### config.mk
export PLATFORM = sky130hd
export DESIGN_NAME = oneshot_delay_timer
export DESIGN_NICKNAME = d
export VERILOG_FILES = /design/src/rtl/odt_pkg.sv /design/src/rtl/odt_prescaler.sv /design/src/rtl/odt_countdown.sv /design/src/rtl/odt_regs.sv /design/src/rtl/oneshot_delay_timer.sv
export SDC_FILE = /design/constraint.sdc
export NUM_CORES = 1
export LEC_CHECK = 0
export BUFFER_PORTS_ARGS = -buffer_cell sky130_fd_sc_hd__buf_2
export CORE_MARGIN = 4
export CORE_UTILIZATION = 38
export DETAILED_ROUTE_END_ITERATION = 10
export REMOVE_ABC_BUFFERS = 1
export SYNTH_ARGS = -nofsm -noshare
export SYNTH_HDL_FRONTEND = slang
export SYNTH_HIERARCHICAL = 1
export SYNTH_SLANG_ARGS = --single-unit
### constraint.sdc
create_clock -name clk_i -period 3.5 [get_ports clk_i]
set_input_delay 0.175 -clock clk_i [delete_from_list [all_inputs] [get_ports clk_i]]
set_output_delay 0.175 -clock clk_i [all_outputs]
set_load 0.02 [all_outputs]
### src/rtl/odt_pkg.sv
package odt_pkg;
  localparam int unsigned DATA_W = 8;
  localparam int unsigned SEL_W  = 2;
  localparam int unsigned N_TB   = 1 << SEL_W;

  // control/status bit positions, decoded by software
  localparam int unsigned SEL_LSB  = 6;
  localparam int unsigned FLAG_BIT = 5;
  localparam int unsigned IEN_BIT  = 4;

  localparam logic ADDR_CTRL    = 1'b0;
  localparam logic ADDR_PRELOAD = 1'b1;

  typedef struct packed {
    logic [SEL_W-1:0] tb_sel;
    logic             irq_en;
  } ctrl_t;

  function automatic int unsigned max_shift(input int unsigned a, b, c, d);
    int unsigned m;
    m = a;
    if (b > m) m = b;
    if (c > m) m = c;
    if (d > m) m = d;
    return m;
  endfunction
endpackage

### src/rtl/odt_prescaler.sv
module odt_prescaler
  import odt_pkg::*;
#(
  parameter int unsigned SH0 = 7,
  parameter int unsigned SH1 = 9,
  parameter int unsigned SH2 = 11,
  parameter int unsigned SH3 = 13,
  parameter int unsigned PW  = 13
) (
  input  logic             clk_i,
  input  logic             rst_ni,
  input  logic             restart_i,
  input  logic             run_i,
  input  logic [SEL_W-1:0] sel_i,
  output logic             tick_o
);
  localparam int unsigned SHIFTS [N_TB] = '{SH0, SH1, SH2, SH3};

  logic [PW-1:0] cnt_q;
  logic [PW-1:0] lim [N_TB];

  for (genvar g = 0; g < N_TB; g++) begin : g_lim
    assign lim[g] = PW'((64'd1 << SHIFTS[g]) - 64'd1);
  end

  assign tick_o = run_i && !restart_i && (cnt_q == lim[sel_i]);

  always_ff @(posedge clk_i or negedge rst_ni) begin
    if (!rst_ni)                      cnt_q <= '0;
    else if (restart_i || !run_i)     cnt_q <= '0;
    else if (tick_o)                  cnt_q <= '0;
    else                              cnt_q <= cnt_q + PW'(1);
  end

  a_r4_restart_clears: assert property (@(posedge clk_i) disable iff (!rst_ni)
    restart_i |=> cnt_q == '0);
  a_r3_tick_isolated: assert property (@(posedge clk_i) disable iff (!rst_ni)
    tick_o |=> !tick_o);
endmodule

### src/rtl/odt_countdown.sv
module odt_countdown
  import odt_pkg::*;
#(
  parameter int unsigned CW = 8
) (
  input  logic             clk_i,
  input  logic             rst_ni,
  input  logic             load_i,
  input  logic [CW-1:0]    load_val_i,
  input  logic [SEL_W-1:0] tb_sel_i,
  input  logic             tick_i,
  input  logic             clr_i,
  output logic             run_o,
  output logic [SEL_W-1:0] tb_run_o,
  output logic             expire_o,
  output logic             flag_o
);
  logic [CW-1:0]    cnt_q;
  logic             run_q, flag_q;
  logic [SEL_W-1:0] tb_q;

  assign expire_o = run_q && tick_i && !load_i && (cnt_q == CW'(1));

  always_ff @(posedge clk_i or negedge rst_ni) begin
    if (!rst_ni) begin
      cnt_q <= '0;
      run_q <= 1'b0;
      tb_q  <= '0;
    end else if (load_i) begin
      cnt_q <= load_val_i;
      run_q <= (load_val_i != '0);
      tb_q  <= tb_sel_i;
    end else if (run_q && tick_i) begin
      cnt_q <= cnt_q - CW'(1);
      if (cnt_q == CW'(1)) run_q <= 1'b0;
    end
  end

  // expiry wins over a clearing read in the same cycle
  always_ff @(posedge clk_i or negedge rst_ni) begin
    if (!rst_ni)       flag_q <= 1'b0;
    else if (expire_o) flag_q <= 1'b1;
    else if (clr_i)    flag_q <= 1'b0;
  end

  assign run_o    = run_q;
  assign tb_run_o = tb_q;
  assign flag_o   = flag_q;

  a_r4_set_on_last_tick: assert property (@(posedge clk_i) disable iff (!rst_ni)
    $rose(flag_q) |-> $past(tick_i && cnt_q == CW'(1)));
  a_r5_stopped_after: assert property (@(posedge clk_i) disable iff (!rst_ni)
    $rose(flag_q) |-> !run_q);
  a_r10_tb_held: assert property (@(posedge clk_i) disable iff (!rst_ni)
    run_q && !load_i |=> $stable(tb_q));
  a_r11_zero_idles: assert property (@(posedge clk_i) disable iff (!rst_ni)
    load_i && load_val_i == '0 |=> !run_q);
endmodule

### src/rtl/odt_regs.sv
module odt_regs
  import odt_pkg::*;
#(
  parameter int unsigned CW = 8
) (
  input  logic              clk_i,
  input  logic              rst_ni,
  input  logic              addr_i,
  input  logic              wr_en_i,
  input  logic              rd_en_i,
  input  logic [DATA_W-1:0] wdata_i,
  input  logic              flag_i,
  input  logic              expire_i,
  output logic [DATA_W-1:0] rdata_o,
  output logic              load_o,
  output logic [CW-1:0]     load_val_o,
  output logic              clr_o,
  output logic [SEL_W-1:0]  tb_sel_o,
  output logic              irq_o
);
  ctrl_t         ctrl_q;
  logic [CW-1:0] pre_q;
  logic          wr_ctrl;

  assign wr_ctrl    = wr_en_i && (addr_i == ADDR_CTRL);
  assign load_o     = wr_en_i && (addr_i == ADDR_PRELOAD);
  assign load_val_o = wdata_i[CW-1:0];
  assign clr_o      = rd_en_i && (addr_i == ADDR_CTRL);

  always_ff @(posedge clk_i or negedge rst_ni) begin
    if (!rst_ni) begin
      ctrl_q <= '0;
      pre_q  <= '0;
    end else begin
      if (wr_ctrl) begin
        ctrl_q.tb_sel <= wdata_i[SEL_LSB +: SEL_W];
        ctrl_q.irq_en <= wdata_i[IEN_BIT];
      end
      if (load_o) pre_q <= wdata_i[CW-1:0];
    end
  end

  always_comb begin
    rdata_o = '0;
    if (addr_i == ADDR_CTRL) begin
      rdata_o[SEL_LSB +: SEL_W] = ctrl_q.tb_sel;
      rdata_o[FLAG_BIT]         = flag_i;
      rdata_o[IEN_BIT]          = ctrl_q.irq_en;
    end else begin
      rdata_o[CW-1:0] = pre_q;
    end
  end

  assign tb_sel_o = ctrl_q.tb_sel;
  assign irq_o    = flag_i && ctrl_q.irq_en;

  a_r6_read_clears: assert property (@(posedge clk_i) disable iff (!rst_ni)
    clr_o && !expire_i |=> !flag_i);
  a_r7_set_beats_clear: assert property (@(posedge clk_i) disable iff (!rst_ni)
    clr_o && expire_i |=> flag_i);
  a_r6_ctrl_write_keeps: assert property (@(posedge clk_i) disable iff (!rst_ni)
    wr_ctrl && !expire_i |=> flag_i == $past(flag_i));
endmodule

### src/rtl/oneshot_delay_timer.sv
module oneshot_delay_timer
  import odt_pkg::*;
#(
  parameter int unsigned CNT_W = 8,
  parameter int unsigned TB_SH0 = 7,
  parameter int unsigned TB_SH1 = 9,
  parameter int unsigned TB_SH2 = 11,
  parameter int unsigned TB_SH3 = 13
) (
  input  logic              clk_i,
  input  logic              rst_ni,
  input  logic              addr_i,
  input  logic              wr_en_i,
  input  logic              rd_en_i,
  input  logic [DATA_W-1:0] wdata_i,
  output logic [DATA_W-1:0] rdata_o,
  output logic              irq_o
);
  localparam int unsigned PW = max_shift(TB_SH0, TB_SH1, TB_SH2, TB_SH3);

  logic             load, clr, tick, run, expire, flag;
  logic [CNT_W-1:0] load_val;
  logic [SEL_W-1:0] tb_sel, tb_run;

  odt_regs #(.CW(CNT_W)) i_regs (
    .clk_i, .rst_ni, .addr_i, .wr_en_i, .rd_en_i, .wdata_i,
    .flag_i(flag), .expire_i(expire), .rdata_o,
    .load_o(load), .load_val_o(load_val), .clr_o(clr),
    .tb_sel_o(tb_sel), .irq_o
  );

  odt_countdown #(.CW(CNT_W)) i_count (
    .clk_i, .rst_ni, .load_i(load), .load_val_i(load_val),
    .tb_sel_i(tb_sel), .tick_i(tick), .clr_i(clr),
    .run_o(run), .tb_run_o(tb_run), .expire_o(expire), .flag_o(flag)
  );

  odt_prescaler #(
    .SH0(TB_SH0), .SH1(TB_SH1), .SH2(TB_SH2), .SH3(TB_SH3), .PW(PW)
  ) i_presc (
    .clk_i, .rst_ni, .restart_i(load), .run_i(run),
    .sel_i(tb_run), .tick_o(tick)
  );

  a_r8_irq_needs_flag: assert property (@(posedge clk_i) disable iff (!rst_ni)
    irq_o |-> rdata_o[FLAG_BIT] || addr_i != ADDR_CTRL);
endmodule

==> summary by stage <==
Outcome
The flow ran to the end, but the final reports show violations. The final reports fail on hold timing.

Layout
Summing all multi-input logic gate instances after layout gives 990 µm². The layout has 521 filler cells. 0 antenna diodes ended up in the layout. The sequential cell area in the final layout is 901 µm². The share of the core filled with cells in the final layout is 0.434.

Of the cells placed in the final design, the portion with a size suffix greater than 1 is 0.272. The layout overhead on the synthesized area is 9.74%. At the end of the flow, the number of nets in the layout was 217.

The finished cells cover 0.00223 mm².

STA
In the final timing run, aggregate negative setup slack is 0 ps. Headroom to the max-slew limit came out at 0.463. On the final layout, the worst clock skew is 11.4 ps. On the final layout, the worst hold slack is -22.4 ps.

The final count of hold timing violations came to 35. Setup violations remaining at the end of the flow were counted as 0. After layout, the minimum clock period comes to 2430 ps. Setup slack closes at 1070 ps. The period utilization is 0.694. Setup repair after global routing left no endpoint under its margin. The transition time at the pin with the least slew margin is 806 ps. The max-slew violation count is 0.

For this run, the top clock speed supported by timing is 411 MHz.

Global routing
For this run, global-route usage on met3 was measured as 0.0266. Entering global routing, the biggest net connects 37 pins. The met1 track utilization from global routing is 0.180.

The global-route usage over all layers is 0.128. The aggregate global routing overflow is 0. The via count of the first global-routing pass is 1300. The wire length of the first global-routing pass is 6.47 mm.

For this run, global-route usage on met2 was measured as 0.197. The initial antenna violation count is 0. In this run the most used layer during global routing was met2.

Pwr
The combinational group share of total power is 0.174. Internal power comes to 0.000758 W. The reported leakage power is 0.995 nW.

The proportion of power drawn by the clock network is 0.345. The overall power after layout is 0.00103 W. The worst-case IR drop observed on VDD is 0.162 mV. Of the total power, the share spent switching nets is 0.264.

For this design the total switching power over the nets is 0.000272 W. The sequential fraction of design power is 0.481. In this run the power density over the cells is 462 mW/mm².

Worst setup path
Across all register-to-register paths, the minimum setup slack is 1070 ps. The slowest stage of the critical path belongs to the cell sky130_fd_sc_hd__dfrtp_1. The data arrival time at the worst-slack endpoint is 2600 ps. The sum of buffers and inverters on the critical path is 0.

The worst flop-to-flop path startpoint is i_presc/cnt_q[0]. The family with the most delay on the worst path is simple AND/OR/NAND/NOR gates. Following the worst setup path forward leads to its endpoint at i_count/cnt_q[7]. The critical setup path kind is reg -> reg. The critical path starts at i_presc/cnt_q[0]. The instance count on the critical path is 8.

The endpoint of the lowest-slack register-to-register path is i_count/cnt_q[7]. In this run the worst path has a maximum fanout of 9. The signal on the critical path passes through ha_1 -> and4_4 -> o2111ai_2 -> a21oi_4 -> and2b_1 -> and4bb_1 -> a21oi_1 -> or3b_1.

For the worst setup path, the data required time is 3670 ps. Measured in cells, the most critical reg-to-reg path has a length of 8. In this design, the stage delay of the slowest critical-path cell is 390 ps.

STA classifies the critical path endpoint as a register. The worst setup path is launched from a register.

Route
The detail route stage leaves a number of antenna-violating nets equal to 0. The wire length after detailed routing is 3.77 mm. Dividing the detail-routed via count by the number of cells gives 5.08.

The final route contains 1382 vias. The first TritonRoute pass finished after 4 iterations. The detailed router finished its first iteration with 115 violations. After detailed routing, the average wire length per cell comes to 13.8 µm. For this run, design rule violations remaining after detail routing come to 0.

Yosys
The netlist area before placement is 0.00203 mm². The post-synthesis instance total is 187. For this run, the number of Yosys warnings is 6. The average footprint of a synthesized cell is 10.9 µm².

Floorplan
In this run the horizontal extent of the chip is 81.1 µm. The floorplan has 26 rows. The die covers 0.00658 mm². The die boundary height is 81.1 µm. The initial utilization of the core area, before any placement, comes to 0.395. The region available for standard cell placement spans 0.00514 mm². For this design the top-level I/O count stands at 22.

Clock network
The maximum level of the CTS H-tree is 2. The clock passes through at most 2 buffers. The total setup buffers inserted after CTS is 0. TritonCTS created 5 clock buffers.

For the worst-skew pair, the clock arrives at the later sink with an insertion delay of 290 ps. The clock transition at the registers of the reported paths is 70 ps. The clock drives 36 sinks. TritonCTS built the clock tree. The root buffer cell is sky130_fd_sc_hd__clkbuf_8. The post-cts gate resize count is 0. In this run, post-CTS hold repair placed 0 buffers.

Placement
The final HPWL from detailed placement is 2.72 mm. Prior to clock tree synthesis, the placed netlist has a worst setup slack of 1000 ps. After detailed placement, the total cell area comes to 0.00212 mm². The routability-driven placement congestion ratio is 0.752. During placement, the flow inserted port buffers numbering 21.

Flow run
The tool flagged a number of max-cap violations equal to 0.

Worst hold path
The path class of the tightest hold or removal check is in -> async.
stage by stage:
stage / hold WS [ps] / std cells
after floorplan: -121 / 172
after global placement: 317 / 264
after detailed placement: 317 / 264
after CTS: 6.30 / 272
after global routing: 47.0 / 272
final: -22.4 / 272
power groups by stage:
| stage | clock (W) | sequential [W] | combinational [W] |
|---|---|---|---|
| after floorplan | 0 | 0.000492 | 0.000128 |
| after global placement | 0 | 0.000502 | 0.000178 |
| after detailed placement | 0 | 0.000503 | 0.000181 |
| after CTS | 0.000364 | 0.000496 | 0.000182 |
| after global routing | 0.000386 | 0.000503 | 0.000198 |
| final | 0.000355 | 0.000496 | 0.000179 |
worst reg2reg max path, stage by stage (launching register included):
cell and delay, ps:
sky130_fd_sc_hd__dfrtp_1 390, sky130_fd_sc_hd__ha_1 220, sky130_fd_sc_hd__and4_4 270, sky130_fd_sc_hd__o2111ai_2 120, sky130_fd_sc_hd__a21oi_4 260, sky130_fd_sc_hd__and2b_1 200
sky130_fd_sc_hd__and4bb_1 390, sky130_fd_sc_hd__a21oi_1 110, sky130_fd_sc_hd__or3b_1 350
registers in the layout (all words and copies together), names as in the netlist:
| name | flops |
|---|---|
| i_count/run_o | 1 |
| i_regs/ctrl_q | 1 |
| i_presc/cnt_q | 13 |
| i_count/tb_run_o | 2 |
| i_count/flag_o | 1 |
| i_regs/tb_sel_o | 2 |
| i_regs/pre_q | 8 |
| i_count/cnt_q | 8 |
placed cells by master, fill, tap and decap left out, types with 3 or more instances in the layout:
| cell type | n |
|---|---|
| sky130_fd_sc_hd__dfrtp_1 | 36 |
| sky130_fd_sc_hd__buf_2 | 21 |
| sky130_fd_sc_hd__nor3_1 | 13 |
| sky130_fd_sc_hd__nor2_1 | 12 |
| sky130_fd_sc_hd__nand2_1 | 11 |
| sky130_fd_sc_hd__mux2_4 | 11 |
| sky130_fd_sc_hd__inv_1 | 8 |
| sky130_fd_sc_hd__mux2_2 | 7 |
| sky130_fd_sc_hd__nand4_1 | 7 |
| sky130_fd_sc_hd__nand3_1 | 7 |
| sky130_fd_sc_hd__xor2_1 | 7 |
| sky130_fd_sc_hd__xnor2_1 | 6 |
| sky130_fd_sc_hd__and2_1 | 6 |
| sky130_fd_sc_hd__clkbuf_8 | 5 |
| sky130_fd_sc_hd__o21ai_0 | 3 |
| sky130_fd_sc_hd__ha_1 | 3 |
| sky130_fd_sc_hd__and3_1 | 3 |
metal layers:
| metal | up-vias | routed length [µm] | share of wire |
|---|---|---|---|
| met5 | - | 0 | 0 |
| met4 | 0 | 53 | 0.014 |
| met1 | 672 | 1880 | 0.50 |
| met2 | 27 | 1710 | 0.46 |
| li1 | 678 | - | - |
| met3 | 5 | 115 | 0.031 |
how the worst min path moves through the flow:
| stage | slack (ps) | endpoint | startpoint |
|---|---|---|---|
| CTS | 6 | i_presc/cnt_q[6] | rst_ni |
| floorplan | -120 | i_count/cnt_q[0] | rst_ni |
| finish | -20 | i_presc/cnt_q[6] | rst_ni |
| detailed placement | 320 | i_presc/cnt_q[9] | rst_ni |
| global route | 50 | i_presc/cnt_q[6] | rst_ni |
| global placement | 320 | i_presc/cnt_q[10] | rst_ni |
cell type report:
type / count / share of cell area
clock buffer: 6 / 0.0326
clock inverter: 2 / 0.0157
inverter: 8 / 0.0135
multi-input combinational: 128 / 0.444
sequential: 36 / 0.404
tap: 70 / 0.0393
timing repair buffer: 22 / 0.0505
No activity file was read; power rests on OpenSTA's default activity.
